`src/rtl/ssr_pkg.sv`:
```
package ssr_pkg;
  typedef enum logic [1:0] {
    RS_IDLE = 2'd0,
    RS_RAMP = 2'd1,
    RS_HOLD = 2'd2,
    RS_RUN  = 2'd3
  } ramp_st_e;
endpackage

```
`src/rtl/ssr_cfg_latch.sv`:
```
module ssr_cfg_latch #(
  parameter int CODE_W   = 10,
  parameter int RISE_W   = 12,
  parameter int CHG_MIN  = 50,
  parameter int CHG_MAX  = 500,
  parameter int DEF_CHG  = 100,
  parameter int DEF_RISE = 1000
) (
  input  logic              clk_i,
  input  logic              rst_ni,
  input  logic              uvlo_ok_i,
  input  logic              chg_present_i,
  input  logic              rise_present_i,
  input  logic [CODE_W-1:0] chg_code_i,
  input  logic [RISE_W-1:0] rise_code_i,
  output logic [CODE_W-1:0] chg_o,
  output logic [RISE_W-1:0] rise_o,
  output logic              valid_o,
  output logic              load_o
);
  localparam logic [CODE_W-1:0] MIN_C   = CODE_W'(CHG_MIN);
  localparam logic [CODE_W-1:0] MAX_C   = CODE_W'(CHG_MAX);
  localparam logic [CODE_W-1:0] DEFC_C  = CODE_W'(DEF_CHG);
  localparam logic [RISE_W-1:0] DEFR_C  = RISE_W'(DEF_RISE);
  localparam logic [RISE_W-1:0] ONE_C   = RISE_W'(1);

  logic              uvlo_q;
  logic              cap;
  logic [CODE_W-1:0] chg_sel;
  logic [RISE_W-1:0] rise_sel;

  // one-shot: only the first uvlo rise after reset
  assign cap = uvlo_ok_i & ~uvlo_q & ~valid_o;

  always_comb begin
    if (!chg_present_i)          chg_sel = DEFC_C;
    else if (chg_code_i < MIN_C) chg_sel = MIN_C;
    else if (chg_code_i > MAX_C) chg_sel = MAX_C;
    else                         chg_sel = chg_code_i;
  end

  always_comb begin
    if (chg_present_i && rise_present_i)
      rise_sel = (rise_code_i == '0) ? ONE_C : rise_code_i;
    else
      rise_sel = DEFR_C;
  end

  always_ff @(posedge clk_i or negedge rst_ni) begin
    if (!rst_ni) begin
      uvlo_q  <= 1'b0;
      load_o  <= 1'b0;
      valid_o <= 1'b0;
      chg_o   <= '0;
      rise_o  <= '0;
    end else begin
      uvlo_q <= uvlo_ok_i;
      load_o <= cap;
      if (cap) begin
        chg_o   <= chg_sel;
        rise_o  <= rise_sel;
        valid_o <= 1'b1;
      end
    end
  end
endmodule

```
`src/rtl/ssr_div.sv`:
```
module ssr_div #(
  parameter int NUM_W = 10,
  parameter int DEN_W = 12
) (
  input  logic             clk_i,
  input  logic             rst_ni,
  input  logic             start_i,
  input  logic [NUM_W-1:0] num_i,
  input  logic [DEN_W-1:0] den_i,
  output logic [NUM_W-1:0] quo_o,
  output logic [DEN_W-1:0] rem_o,
  output logic             done_o
);
  localparam int CNT_W = $clog2(NUM_W + 1);

  logic [NUM_W-1:0] num_q;
  logic [DEN_W-1:0] den_q;
  logic [CNT_W-1:0] cnt_q;
  logic             busy_q;
  logic [DEN_W:0]   trial;
  logic             ge;

  assign trial = {rem_o, num_q[NUM_W-1]};
  assign ge    = trial >= {1'b0, den_q};

  always_ff @(posedge clk_i or negedge rst_ni) begin
    if (!rst_ni) begin
      num_q  <= '0;
      den_q  <= '0;
      cnt_q  <= '0;
      busy_q <= 1'b0;
      done_o <= 1'b0;
      quo_o  <= '0;
      rem_o  <= '0;
    end else if (start_i) begin
      num_q  <= num_i;
      den_q  <= den_i;
      cnt_q  <= CNT_W'(NUM_W);
      busy_q <= 1'b1;
      done_o <= 1'b0;
      quo_o  <= '0;
      rem_o  <= '0;
    end else if (busy_q) begin
      num_q <= num_q << 1;
      quo_o <= {quo_o[NUM_W-2:0], ge};
      rem_o <= DEN_W'(ge ? trial - {1'b0, den_q} : trial);
      cnt_q <= cnt_q - 1'b1;
      if (cnt_q == CNT_W'(1)) begin
        busy_q <= 1'b0;
        done_o <= 1'b1;
      end
    end
  end
endmodule

```
`src/rtl/ssr_ramp.sv`:
```
module ssr_ramp
  import ssr_pkg::*;
#(
  parameter int CODE_W = 10,
  parameter int RISE_W = 12,
  parameter int OP_LIM = 750
) (
  input  logic              clk_i,
  input  logic              rst_ni,
  input  logic              ready_i,
  input  logic              go_i,
  input  logic              enh_i,
  input  logic [CODE_W-1:0] target_i,
  input  logic [RISE_W-1:0] n_i,
  input  logic [CODE_W-1:0] q_i,
  input  logic [RISE_W-1:0] r_i,
  output logic [CODE_W-1:0] sp_o,
  output logic              active_o,
  output logic              run_o
);
  localparam logic [CODE_W-1:0] OP_C = CODE_W'(OP_LIM);

  ramp_st_e          st_q, st_d;
  logic [CODE_W-1:0] sp_d;
  logic [RISE_W-1:0] k_q, k_d, acc_q, acc_d;
  logic [RISE_W:0]   acc_sum;
  logic              carry;

  assign acc_sum  = {1'b0, acc_q} + {1'b0, r_i};
  assign carry    = acc_sum >= {1'b0, n_i};
  assign active_o = (st_q == RS_RAMP) || (st_q == RS_HOLD);
  assign run_o    = (st_q == RS_RUN);

  always_comb begin
    st_d  = st_q;
    sp_d  = sp_o;
    k_d   = k_q;
    acc_d = acc_q;
    unique case (st_q)
      RS_IDLE: begin
        sp_d  = '0;
        k_d   = '0;
        acc_d = '0;
        if (go_i && ready_i) st_d = RS_RAMP;
      end
      RS_RAMP: begin
        if (!go_i) begin
          st_d = RS_IDLE;
          sp_d = '0;
        end else if (enh_i) begin
          st_d = RS_RUN;
          sp_d = OP_C;
        end else begin
          k_d   = k_q + 1'b1;
          acc_d = RISE_W'(carry ? acc_sum - {1'b0, n_i} : acc_sum);
          if (k_d == n_i) begin
            sp_d = target_i;  // last step lands on target
            st_d = RS_HOLD;
          end else begin
            sp_d = sp_o + q_i + CODE_W'(carry);
          end
        end
      end
      RS_HOLD: begin
        if (!go_i) begin
          st_d = RS_IDLE;
          sp_d = '0;
        end else if (enh_i) begin
          st_d = RS_RUN;
          sp_d = OP_C;
        end
      end
      RS_RUN: begin
        if (!go_i) begin
          st_d = RS_IDLE;
          sp_d = '0;
        end
      end
      default: begin
        st_d = RS_IDLE;
        sp_d = '0;
      end
    endcase
  end

  always_ff @(posedge clk_i or negedge rst_ni) begin
    if (!rst_ni) begin
      st_q  <= RS_IDLE;
      sp_o  <= '0;
      k_q   <= '0;
      acc_q <= '0;
    end else begin
      st_q  <= st_d;
      sp_o  <= sp_d;
      k_q   <= k_d;
      acc_q <= acc_d;
    end
  end
endmodule

```
`src/rtl/soft_start_ramp.sv`:
```
module soft_start_ramp #(
  parameter int CODE_W   = 10,
  parameter int RISE_W   = 12,
  parameter int CHG_MIN  = 50,
  parameter int CHG_MAX  = 500,
  parameter int DEF_CHG  = 100,
  parameter int DEF_RISE = 1000,
  parameter int OP_LIM   = 750
) (
  input  logic              clk_i,
  input  logic              rst_ni,
  input  logic              uvlo_ok_i,
  input  logic              ext_chg_present_i,
  input  logic              ext_rise_present_i,
  input  logic [CODE_W-1:0] ext_chg_code_i,
  input  logic [RISE_W-1:0] ext_rise_code_i,
  input  logic              gate_on_i,
  input  logic              full_enh_i,
  input  logic              abort_i,
  output logic [CODE_W-1:0] setpoint_o
);
  logic [CODE_W-1:0] target;
  logic [RISE_W-1:0] rise_n;
  logic              cfg_valid;
  logic              cfg_load;
  logic [CODE_W-1:0] step_q;
  logic [RISE_W-1:0] step_r;
  logic              cfg_ready;
  logic              go;
  logic [CODE_W-1:0] sp_reg;
  logic              ramping;
  logic              running;

  assign go = gate_on_i & ~abort_i;

  ssr_cfg_latch #(
    .CODE_W(CODE_W), .RISE_W(RISE_W), .CHG_MIN(CHG_MIN), .CHG_MAX(CHG_MAX),
    .DEF_CHG(DEF_CHG), .DEF_RISE(DEF_RISE)
  ) u_cfg (
    .clk_i          (clk_i),
    .rst_ni         (rst_ni),
    .uvlo_ok_i      (uvlo_ok_i),
    .chg_present_i  (ext_chg_present_i),
    .rise_present_i (ext_rise_present_i),
    .chg_code_i     (ext_chg_code_i),
    .rise_code_i    (ext_rise_code_i),
    .chg_o          (target),
    .rise_o         (rise_n),
    .valid_o        (cfg_valid),
    .load_o         (cfg_load)
  );

  ssr_div #(.NUM_W(CODE_W), .DEN_W(RISE_W)) u_div (
    .clk_i   (clk_i),
    .rst_ni  (rst_ni),
    .start_i (cfg_load),
    .num_i   (target),
    .den_i   (rise_n),
    .quo_o   (step_q),
    .rem_o   (step_r),
    .done_o  (cfg_ready)
  );

  ssr_ramp #(.CODE_W(CODE_W), .RISE_W(RISE_W), .OP_LIM(OP_LIM)) u_ramp (
    .clk_i    (clk_i),
    .rst_ni   (rst_ni),
    .ready_i  (cfg_ready),
    .go_i     (go),
    .enh_i    (full_enh_i),
    .target_i (target),
    .n_i      (rise_n),
    .q_i      (step_q),
    .r_i      (step_r),
    .sp_o     (sp_reg),
    .active_o (ramping),
    .run_o    (running)
  );

  // drop to zero in the same cycle as gate-off or abort
  assign setpoint_o = go ? sp_reg : '0;
endmodule

```
`config.mk`:
```
export PLATFORM = sky130hd
export DESIGN_NAME = soft_start_ramp
export DESIGN_NICKNAME = d
export VERILOG_FILES = /design/src/rtl/ssr_pkg.sv /design/src/rtl/ssr_cfg_latch.sv /design/src/rtl/ssr_div.sv /design/src/rtl/ssr_ramp.sv /design/src/rtl/soft_start_ramp.sv
export SDC_FILE = /design/constraint.sdc
export NUM_CORES = 1
export LEC_CHECK = 0
export BUFFER_PORTS_ARGS = -buffer_cell sky130_fd_sc_hd__buf_2
export CAP_MARGIN = 20
export CORE_MARGIN = 2
export CORE_UTILIZATION = 67
export CTS_CLUSTER_DIAMETER = 150
export DETAILED_ROUTE_END_ITERATION = 10
export GPL_TIMING_DRIVEN = 0
export PLACE_DENSITY = 0.86
export SLEW_MARGIN = 20
export SYNTH_ARGS = -nofsm -noshare
export SYNTH_HDL_FRONTEND = slang
export SYNTH_HIERARCHICAL = 1
export SYNTH_SLANG_ARGS = --single-unit
```
`constraint.sdc`:
```
create_clock -name clk_i -period 8.9 [get_ports clk_i]
set_clock_uncertainty 0.15 [all_clocks]
set_input_delay 0.89 -clock clk_i [delete_from_list [all_inputs] [get_ports clk_i]]
set_output_delay 0.89 -clock clk_i [all_outputs]
set_load 0.02 [all_outputs]
```
==> metrics.txt, run 1 <==
outcome=finished, final reports clean; Period Utilization, post-route=a little under three quarters; post-synthesis net count=924; Seq cells post-synth=approximately 110; commonest non-fill, non-tap cells in the layout=dfrtp_1, o21ai_0, nand2_1; vias per inst=approximately 6.4; Hold/Removal Path Class=reg -> reg; Primary FF master, synth=dfrtp_1; Final Max Slew Viols=0; worst rel slew slack=56.0%; largest net degree at the start of global routing=60; antenna cells=0; syn_area_per_cell=9.09 µm²; final std cells w/o fill=1034; ANT nets after route=0; largest area contributor in the netlist=dfrtp_1; RSZ-0062 raised after global routing=no; P&R area growth vs syn=9.08%; Max Cap Viol=0; utilization after layout=75.7%; row count=38; Boundary Pins=40; async set or reset register ratio after synthesis=100%; final instance area=between 8000 and 9000 µm²; worst-margin pin slew=between 0.6 and 0.7 ns; core area=between 10000 and 15000 µm²; clock sink count=about 110; DIE WIDTH=111 µm; dpl cell area=~8000 µm²; total wire length=19.5 mm; top post-synthesis cells by area=dfrtp_1, ha_1, o21ai_0; # nets final=975; vias in the first global route=6698; Sum Neg Setup Slack=0 ns; Synth cell types=80; Worst Setup Start Kind=flip-flop; commonest non-fill, non-tap cell in the layout=dfrtp_1; kind of critical path=reg -> reg; Lkg Pwr=3.75 nW; Initial Utilization=69.4%; HPWL after detailed placement=14.7 mm; clk root buf=clkbuf_16; GRT Util Overall=between 30% and 40%; Worst Path Max Fanout=10; share of cells above drive strength 1=a little under an eighth; Port Buffers=39; Required @ worst endpoint=8.99 ns; final setup fails=0; Post-Syn Instances=~840; Bufs on Longest Clock Path=2; DR iter-0 viols=613; 1st-pass router iterations=5; Num CTS Buffers=9; post-cts hold buffer count=0; Die Ht=approximately 110 µm; total grt overflow=0; vias=approximately 6700; synth warn=6; final hold violation count=0; drc violations=0; Post-CTS Resized=0; CTS tree=done; WP data arrival=6.41 ns; Post-synth EDFFs=0; power density cells=351 nW/µm²; highest clock rate=approximately 0.16 GHz; final hold slack=0.316 ns; register area share after synthesis=between 30% and 40%; Routed wire per std cell=between 15 and 20 µm; post-synth top area share=36.5%; initial antenna violation count=0; Period minus WS final=6.32 ns; VDD IR-drop max=0.305 mV; Clock Latency Late Sink=0.36 ns; global-route wire length before repair=32.5 mm; die area=12200 µm²; post-CTS setup buffers=0; Final GP Congestion=approximately 0.94; Worst-path clk slew=0.08 ns; crit path capture type=flip-flop; synthesized area=7620 µm²; placed cell count=1018; Filler cells=about 770; htree depth=3
[Yosys cell counts, drive strengths merged, types with 9 or more instances]
library cell,n
nor4,12
nand2b,11
dfrtp,111
nor2,59
clkbuf,24
inv,52
nor2b,13
and3,10
o21ai,91
and3b,11
nand3,11
nor3,22
ha,51
a21o,10
a21oi,43
a22o,10
a211oi,14
buf,12
mux2i,35
xnor2,33
xor2,13
nand2,79
o21a,9
[worst paths after layout]
check / start / to / slack [ns] / depth (start not counted)
setup / recovery: u_div/rem_o[0]$_DFFE_PN0P_ / u_ramp/sp_o[8]$_DFFE_PN0P_ / 2.58 / 24
hold / removal: u_cfg/valid_o$_DFFE_PN0P_ / u_cfg/valid_o$_DFFE_PN0P_ / 0.32 / 1
setup reg to reg: u_div/rem_o[0]$_DFFE_PN0P_ / u_ramp/sp_o[8]$_DFFE_PN0P_ / 2.58 / 24
hold reg to reg: u_cfg/valid_o$_DFFE_PN0P_ / u_cfg/valid_o$_DFFE_PN0P_ / 0.32 / 1
max in group asynchronous: rst_ni / u_cfg/rise_o[7]$_DFFE_PN0P_ / 7.62 / 2
min in group asynchronous: rst_ni / u_div/rem_o[11]$_DFFE_PN0P_ / 0.33 / 1
[state kept, by name, indices dropped and copies added (netlist names), 12 cells and up]
register / count
u_cfg/rise_o: 12
u_div/den_q: 12
u_div/rem_o: 12
u_ramp/acc_q: 12
u_ramp/k_q: 12
[critical path, stage by stage (launching register included)]
cell	delay [ns]
dfrtp_1	0.45
ha_1	0.26
inv_1	0.07
fa_1	0.20
nor2b_1	0.07
o31ai_2	0.32
a21boi_0	0.35
ha_1	0.34
or2_2	0.31
a21oi_1	0.20
a211oi_1	0.10
o41ai_1	0.45
a21oi_1	0.21
nor4_4	0.36
buf_6	0.25
fa_1	0.27
fa_1	0.21
nor2b_1	0.06
o21ai_0	0.22
a21boi_0	0.17
o21ai_0	0.37
a21oi_1	0.16
or3_1	0.37
a31oi_1	0.17
o21ai_0	0.09
[per-layer routing]
metal	share of wire (%)	routed length, µm	vias up	track usage, %
met1	42	8220	3264	42.5
met4	2.6	513	0	11.4
met2	49	9630	258	54.8
met3	5.9	1160	48	5.76
met5	0	0	-	0
li1	-	-	3094	-
[through the flow]
stage	power, mW	worst slack [ns]
finish	2.91	2.58
global route	3.12	2.32
CTS	2.87	2.81
detailed placement	2.45	2.92
global placement	2.37	3.07
floorplan	2.06	3.75
[area by class of cell]
type | count | area [µm²] | area share (%)
clock buffer | 9 | 225 | 2.71
sequential | 111 | 2780 | 33.4
timing repair buffer | 40 | 229 | 2.75
tap | 140 | 175 | 2.11
clock inverter | 7 | 62.6 | 0.753
multi-input combinational | 639 | 4450 | 53.5
inverter | 52 | 195 | 2.35
buffer | 36 | 196 | 2.36
[logic make-up after synthesis]
family	Yosys count	share of synthesized area [%]
multiplexers	38	5.04
flip-flops	111	36.5
AND/OR/NAND/NOR	264	18.2
buffers and inverters	88	5.14
XOR/XNOR	46	5.29
AO/OA/AOI/OAI	235	20.1
adder cells (fa/ha/maj)	56	9.69
[power breakdown]
part	switching, mW	internal (mW)
Combinational	1.01	0.769
Clock	0.203	0.196
Sequential	0.123	0.611
Total	1.34	1.58
No activity file was read; power rests on OpenSTA's default activity.
==> inputs of run 2 (changes only) <==
CORE_UTILIZATION = 62   (was 67)
PLACE_DENSITY = 0.81   (was 0.86)
clock period = 6.2 ns   (was 8.9 ns; I/O delays follow)
==> run 2 against run 1 <==
- final area rose by 0.48%
- highest routed layer unchanged
- clock power grew 44%
- maximum frequency increased by 7.2%
- critical endpoint unchanged
- setup slack worse by 2.3 ns
- die area grew 7.8%
- non-clock buffer count grew 1
- combinational power grew 45%
- utilization is 6.1 points lower
- count of clock-buffer cells in the layout is the same
- sequential power increased by 43%
==> metrics.txt, run 2 (same netlist as run 1, synthesis figures left out) <==
Port Buffers=39 (unchanged); Final GP Congestion=0.928 (-1.4%); Lkg Pwr=3.76 nW (+0.35%); Max Cap Viol=0 (unchanged); total power=4.20 mW (+44%); Clock Latency Late Sink=0.36 ns (about the same); initial antenna violation count=0 (unchanged); crit-path leading delay family=compound AO/OA/AOI/OAI gates; Hold/Removal Path Class=in -> async; GR peak layer=met2; vias=6561 (-1.5%); Num CTS Buffers=9 (unchanged); GRT Util Overall=30.3% (-2.2 points); Crit-path slowest cell=dfrtp_1; share of cells above drive strength 1=12.0% (+0.55 points); highest clock rate=0.170 GHz (+7.2%); final setup fails=0 (unchanged); kind of critical path=reg -> reg; outcome=finished, final reports clean; # nets final=976 (+0.10%); largest net degree at the start of global routing=76 (+27%); worst rel slew slack=55.3% (-0.70 points); critical path depth=24 (unchanged); final hold slack=0.00911 ns (-0.307 ns); Sequential Area=2780 µm² (unchanged); slowest stage delay, CP=0.45 ns (about the same); post-cts hold buffer count=0 (unchanged); GR Util met2=52.4% (-2.4 points); VDD IR-drop max=0.355 mV (+16%); Boundary Pins=40 (unchanged); Sum Neg Setup Slack=0 ns (unchanged); worst-margin pin slew=0.666 ns (+0.0105 ns); Initial Utilization=63.4% (-5.9 points); Bufs on Longest Clock Path=2 (unchanged); die area=13200 µm² (+7.8%); Worst Path Max Fanout=10 (unchanged); DR iter-0 viols=615 (+0.33%); antenna cells=0 (unchanged); final hold violation count=0 (unchanged); worst path buffer plus inverter count=2 (unchanged); crit path capture type=flip-flop; setup slack, reg-to-reg=0.30 ns (-2.27 ns); Final Max Slew Viols=0 (unchanged); met1 Track Usage GR=39.2% (-3.3 points); row count=40 (+5.3%); CTS tree=done; r2r startpoint=u_div/rem_o[0]$_DFFE_PN0P_; global-route wire length before repair=31.5 mm (-3.2%); utilization after layout=69.5% (-6.1 points); end of the worst register-to-register path=u_ramp/sp_o[8]$_DFFE_PN0P_; Required @ worst endpoint=6.29 ns (-2.70 ns); total grt overflow=0 (unchanged); power density cells=503 nW/µm² (+44%); CP Capture Point=u_ramp/sp_o[8]$_DFFE_PN0P_; grt met3 use=5.80% (+0.036 points); HPWL after detailed placement=14.4 mm (-2.2%); WP data arrival=5.98 ns (-0.43 ns); total wire length=19.1 mm (-2.0%); worst path cell trace=ha_1 > inv_1 > fa_1 > nor2b_1 > o31ai_2 > a21boi_2 > ha_1 > or2_2 > a21oi_1 > a211oi_2 > o41ai_2 > a21oi_1 > nor4_4 > buf_6 > fa_1 > fa_1 > nor2b_1 > o21ai_0 > a21boi_0 > o21ai_1 > a21oi_1 > or3_1 > a31oi_1 > o21ai_0; RSZ-0062 raised after global routing=no; clk root buf=clkbuf_16; Worst Setup Start Kind=flip-flop; Routed wire per std cell=18.4 µm (-2.8%); Filler cells=932 (+21%); vias per inst=6.30 (-2.3%); clock sink count=111 (unchanged); Period minus WS final=5.90 ns (-0.426 ns); commonest non-fill, non-tap cells in the layout=dfrtp_1, o21ai_0, nand2_1; commonest non-fill, non-tap cell in the layout=dfrtp_1; R2R depth=24 (unchanged); vias in the first global route=6428 (-4.0%); Critical path origin=u_div/rem_o[0]$_DFFE_PN0P_; drc violations=0 (unchanged); Period Utilization, post-route=95.1% (+24 points); DIE WIDTH=115 µm (+3.8%); Worst-path clk slew=0.08 ns (about the same); htree depth=3 (unchanged); 1st-pass router iterations=5 (unchanged); P&R area growth vs syn=9.61%; ANT nets after route=0 (unchanged); Die Ht=115 µm (+3.8%); area of the multi-input gates=4470 µm² (+0.37%); core area=12000 µm² (+9.4%)
run 2: report_power, final:
group          internal [mW]  switching (mW)  total (mW)
sequential             0.877           0.172        1.05
combinational           1.14            1.44        2.58
clock                  0.283           0.291       0.574
run 2: how the worst min path moves through the flow:
stage | end | from | depth (start not counted)
3_5_place_dp | u_cfg/valid_o$_DFFE_PN0P_ | u_cfg/valid_o$_DFFE_PN0P_ | 1
6_report | u_div/rem_o[9]$_DFFE_PN0P_ | rst_ni | 1
3_3_place_gp | u_cfg/valid_o$_DFFE_PN0P_ | u_cfg/valid_o$_DFFE_PN0P_ | 1
4_1_cts | u_div/rem_o[9]$_DFFE_PN0P_ | rst_ni | 1
5_1_grt | u_div/rem_o[9]$_DFFE_PN0P_ | rst_ni | 1
2_1_floorplan | u_cfg/chg_o[0]$_DFFE_PN0P_ | rst_ni | 0
run 2: what timing repair did:
| action | in CTS | in global routing |
|---|---|---|
| setup endpoints to repair | 0 | 3 |
| resized for setup | 0 | 5 |
| buffers inserted | 0 | 2 |
run 2: stage by stage:
stage,cell area [µm²],instances,worst slack [ns]
6_report,8350,1042,0.301
3_5_place_dp,8030,1025,0.206
5_1_grt,8350,1042,0.0679
2_1_floorplan,7620,838,1.05
3_3_place_gp,8000,1024,0.366
4_1_cts,8320,1041,0.102
run 2: layout make-up:
class / instances / share of cell area, %
multi-input cells: 639 / 53.5
flip-flops and latches: 111 / 33.3
repair buffers: 42 / 2.92
clock buffers: 9 / 2.70
inverters: 52 / 2.34
plain buffers: 35 / 2.31
well taps: 147 / 2.20
clock inverters: 7 / 0.794
run 2: layer usage:
layer / up-vias / routed length (µm)
met2: 234 / 9390
met1: 3192 / 8290
li1: 3099 / -
met5: - / 0
met3: 36 / 1040
met4: 0 / 406
==> inputs of run 3 (changes only) <==
CORE_ASPECT_RATIO = 0.5   (was unset)
==> run 3 against run 2 <==
- global-route usage down 0.78 points
- count of clock-buffer cells in the layout up 1
- register-to-register slack better by 0.09 ns
- wire length down 1.1%
- combinational power about the same
- flip-flop and latch count unchanged
- maximum frequency up 1.5%
- critical path type unchanged
- highest routed layer unchanged
==> metrics.txt, run 3 (same netlist as run 1, synthesis figures left out) <==
power density cells=498 nW/µm² (-0.94%); crit path capture type=flip-flop; commonest non-fill, non-tap cells in the layout=dfrtp_1, o21ai_0, nand2_1; end of the worst register-to-register path=u_ramp/sp_o[8]$_DFFE_PN0P_; DIE WIDTH=161 µm (+40%); setup slack, reg-to-reg=0.39 ns (+0.09 ns); Required @ worst endpoint=6.29 ns (about the same); Sum Neg Setup Slack=0 ns (unchanged); largest net degree at the start of global routing=70 (-7.9%); clk root buf=clkbuf_16; Critical path origin=u_div/rem_o[0]$_DFFE_PN0P_; global-route wire length before repair=30.4 mm (-3.5%); Worst Path Max Fanout=10 (unchanged); # nets final=976 (unchanged); share of cells above drive strength 1=12.0% (unchanged); htree depth=3 (unchanged); drc violations=0 (unchanged); Boundary Pins=40 (unchanged); WP data arrival=5.90 ns (-0.08 ns); clock sink count=111 (unchanged); Final GP Congestion=0.908 (-2.2%); Final Max Slew Viols=0 (unchanged); row count=28 (-30%); Num CTS Buffers=9 (unchanged); GRT Util Overall=29.6% (-0.78 points); initial antenna violation count=0 (unchanged); final setup fails=0 (unchanged); R2R depth=24 (unchanged); Hold/Removal Path Class=in -> async; HPWL after detailed placement=13.9 mm (-3.2%); Worst-path clk slew=0.08 ns (about the same); highest clock rate=0.172 GHz (+1.5%); Max Cap Viol=0 (unchanged); commonest non-fill, non-tap cell in the layout=dfrtp_1; core area=11900 µm² (-0.83%); VDD IR-drop max=0.249 mV (-30%); Port Buffers=39 (unchanged); P&R area growth vs syn=9.87%; RSZ-0062 raised after global routing=no; DR iter-0 viols=540 (-12%); worst-margin pin slew=0.859 ns (+0.193 ns); Initial Utilization=64.0% (+0.53 points); total grt overflow=0 (unchanged); antenna cells=0 (unchanged); vias=6490 (-1.1%); kind of critical path=reg -> reg; Lkg Pwr=3.77 nW (+0.10%); ANT nets after route=0 (unchanged); post-cts hold buffer count=0 (unchanged); CTS tree=done; final hold violation count=0 (unchanged); Bufs on Longest Clock Path=2 (unchanged); worst rel slew slack=42.8% (-13 points); Period minus WS final=5.81 ns (-0.0871 ns); Clock Latency Late Sink=0.35 ns (about the same); total power=4.17 mW (-0.70%); vias per inst=6.12 (-2.8%); Die Ht=82.4 µm (-28%); Worst Setup Start Kind=flip-flop; vias in the first global route=6056 (-5.8%); Filler cells=918 (-1.5%); total wire length=18.9 mm (-1.1%); 1st-pass router iterations=5 (unchanged); Period Utilization, post-route=93.7% (-1.4 points); r2r startpoint=u_div/rem_o[0]$_DFFE_PN0P_; Routed wire per std cell=17.9 µm (-2.8%); outcome=finished, final reports clean; die area=13200 µm² (+0.41%)
## run 3: changes by cell type in the layout (fill, tap and decap cells not counted)
cell / delta
clkinvlp_4: -1
clkinv_2: +1
inv_8: -2
clkinv_4: -1
clkbuf_8: +1
inv_6: +2
## run 3: worst max path at each step
stage | to | slack, ns | depth (start not counted)
global placement | u_ramp/sp_o[8]$_DFFE_PN0P_ | 0.24 | 24
global route | u_ramp/sp_o[8]$_DFFE_PN0P_ | 0.06 | 25
finish | u_ramp/sp_o[8]$_DFFE_PN0P_ | 0.39 | 24
CTS | u_ramp/sp_o[8]$_DFFE_PN0P_ | 0.08 | 24
detailed placement | u_ramp/sp_o[8]$_DFFE_PN0P_ | 0.13 | 24
floorplan | u_ramp/sp_o[8]$_DFFE_PN0P_ | 1.05 | 24
## run 3: metrics by stage
| stage | hold WS (ns) | instance area, µm² | cells | utilization, % | worst slack (ns) |
|---|---|---|---|---|---|
| 3_5_place_dp | 0.303 | 8060 | 1043 | 67.6 | 0.130 |
| 4_1_cts | 0.0449 | 8340 | 1059 | 70.1 | 0.0832 |
| 6_report | 0.0332 | 8370 | 1060 | 70.3 | 0.388 |
| 5_1_grt | 0.0523 | 8370 | 1060 | 70.3 | 0.0554 |
| 3_3_place_gp | 0.288 | 8020 | 1042 | 67.3 | 0.237 |
| 2_1_floorplan | 0.174 | 7620 | 838 | - | 1.05 |
## run 3: timing repair
item,CTS,global route
setup endpoints to repair,0,3
setup buffers,0,2
resized for setup,0,5
## run 3: layout make-up
cell class	instances	area [µm²]	area share, %
multi-input cells	639	4470	53.4
plain buffers	35	193	2.30
well taps	165	206	2.47
inverters	52	195	2.33
flip-flops and latches	111	2780	33.2
clock buffers	10	239	2.85
repair buffers	42	244	2.91
clock inverters	6	50.0	0.598
## run 3: critical path, stage by stage (launching register included)
cell	delay [ns]
dfrtp_1	0.45
ha_1	0.22
inv_1	0.06
fa_1	0.41
nor2b_1	0.20
o31ai_2	0.12
a21boi_2	0.19
ha_1	0.35
or2_2	0.31
a21oi_1	0.22
a211oi_2	0.09
o41ai_2	0.38
a21oi_1	0.18
nor4_4	0.34
buf_6	0.25
fa_1	0.24
fa_1	0.19
nor2b_1	0.06
o21ai_0	0.21
a21boi_0	0.16
o21ai_1	0.19
a21oi_1	0.10
or3_1	0.35
a31oi_1	0.18
o21ai_0	0.09
## run 3: metal layers
metal	part of all wire, %	global-route usage [%]
met2	46	49.4
met5	0	0
met1	46	40.6
met4	1.7	8.93
met3	6.0	4.70
## run 3: power breakdown
part	internal (mW)	switching, mW	total (mW)
Sequential	0.877	0.174	1.05
Combinational	1.13	1.42	2.56
Clock	0.290	0.278	0.567
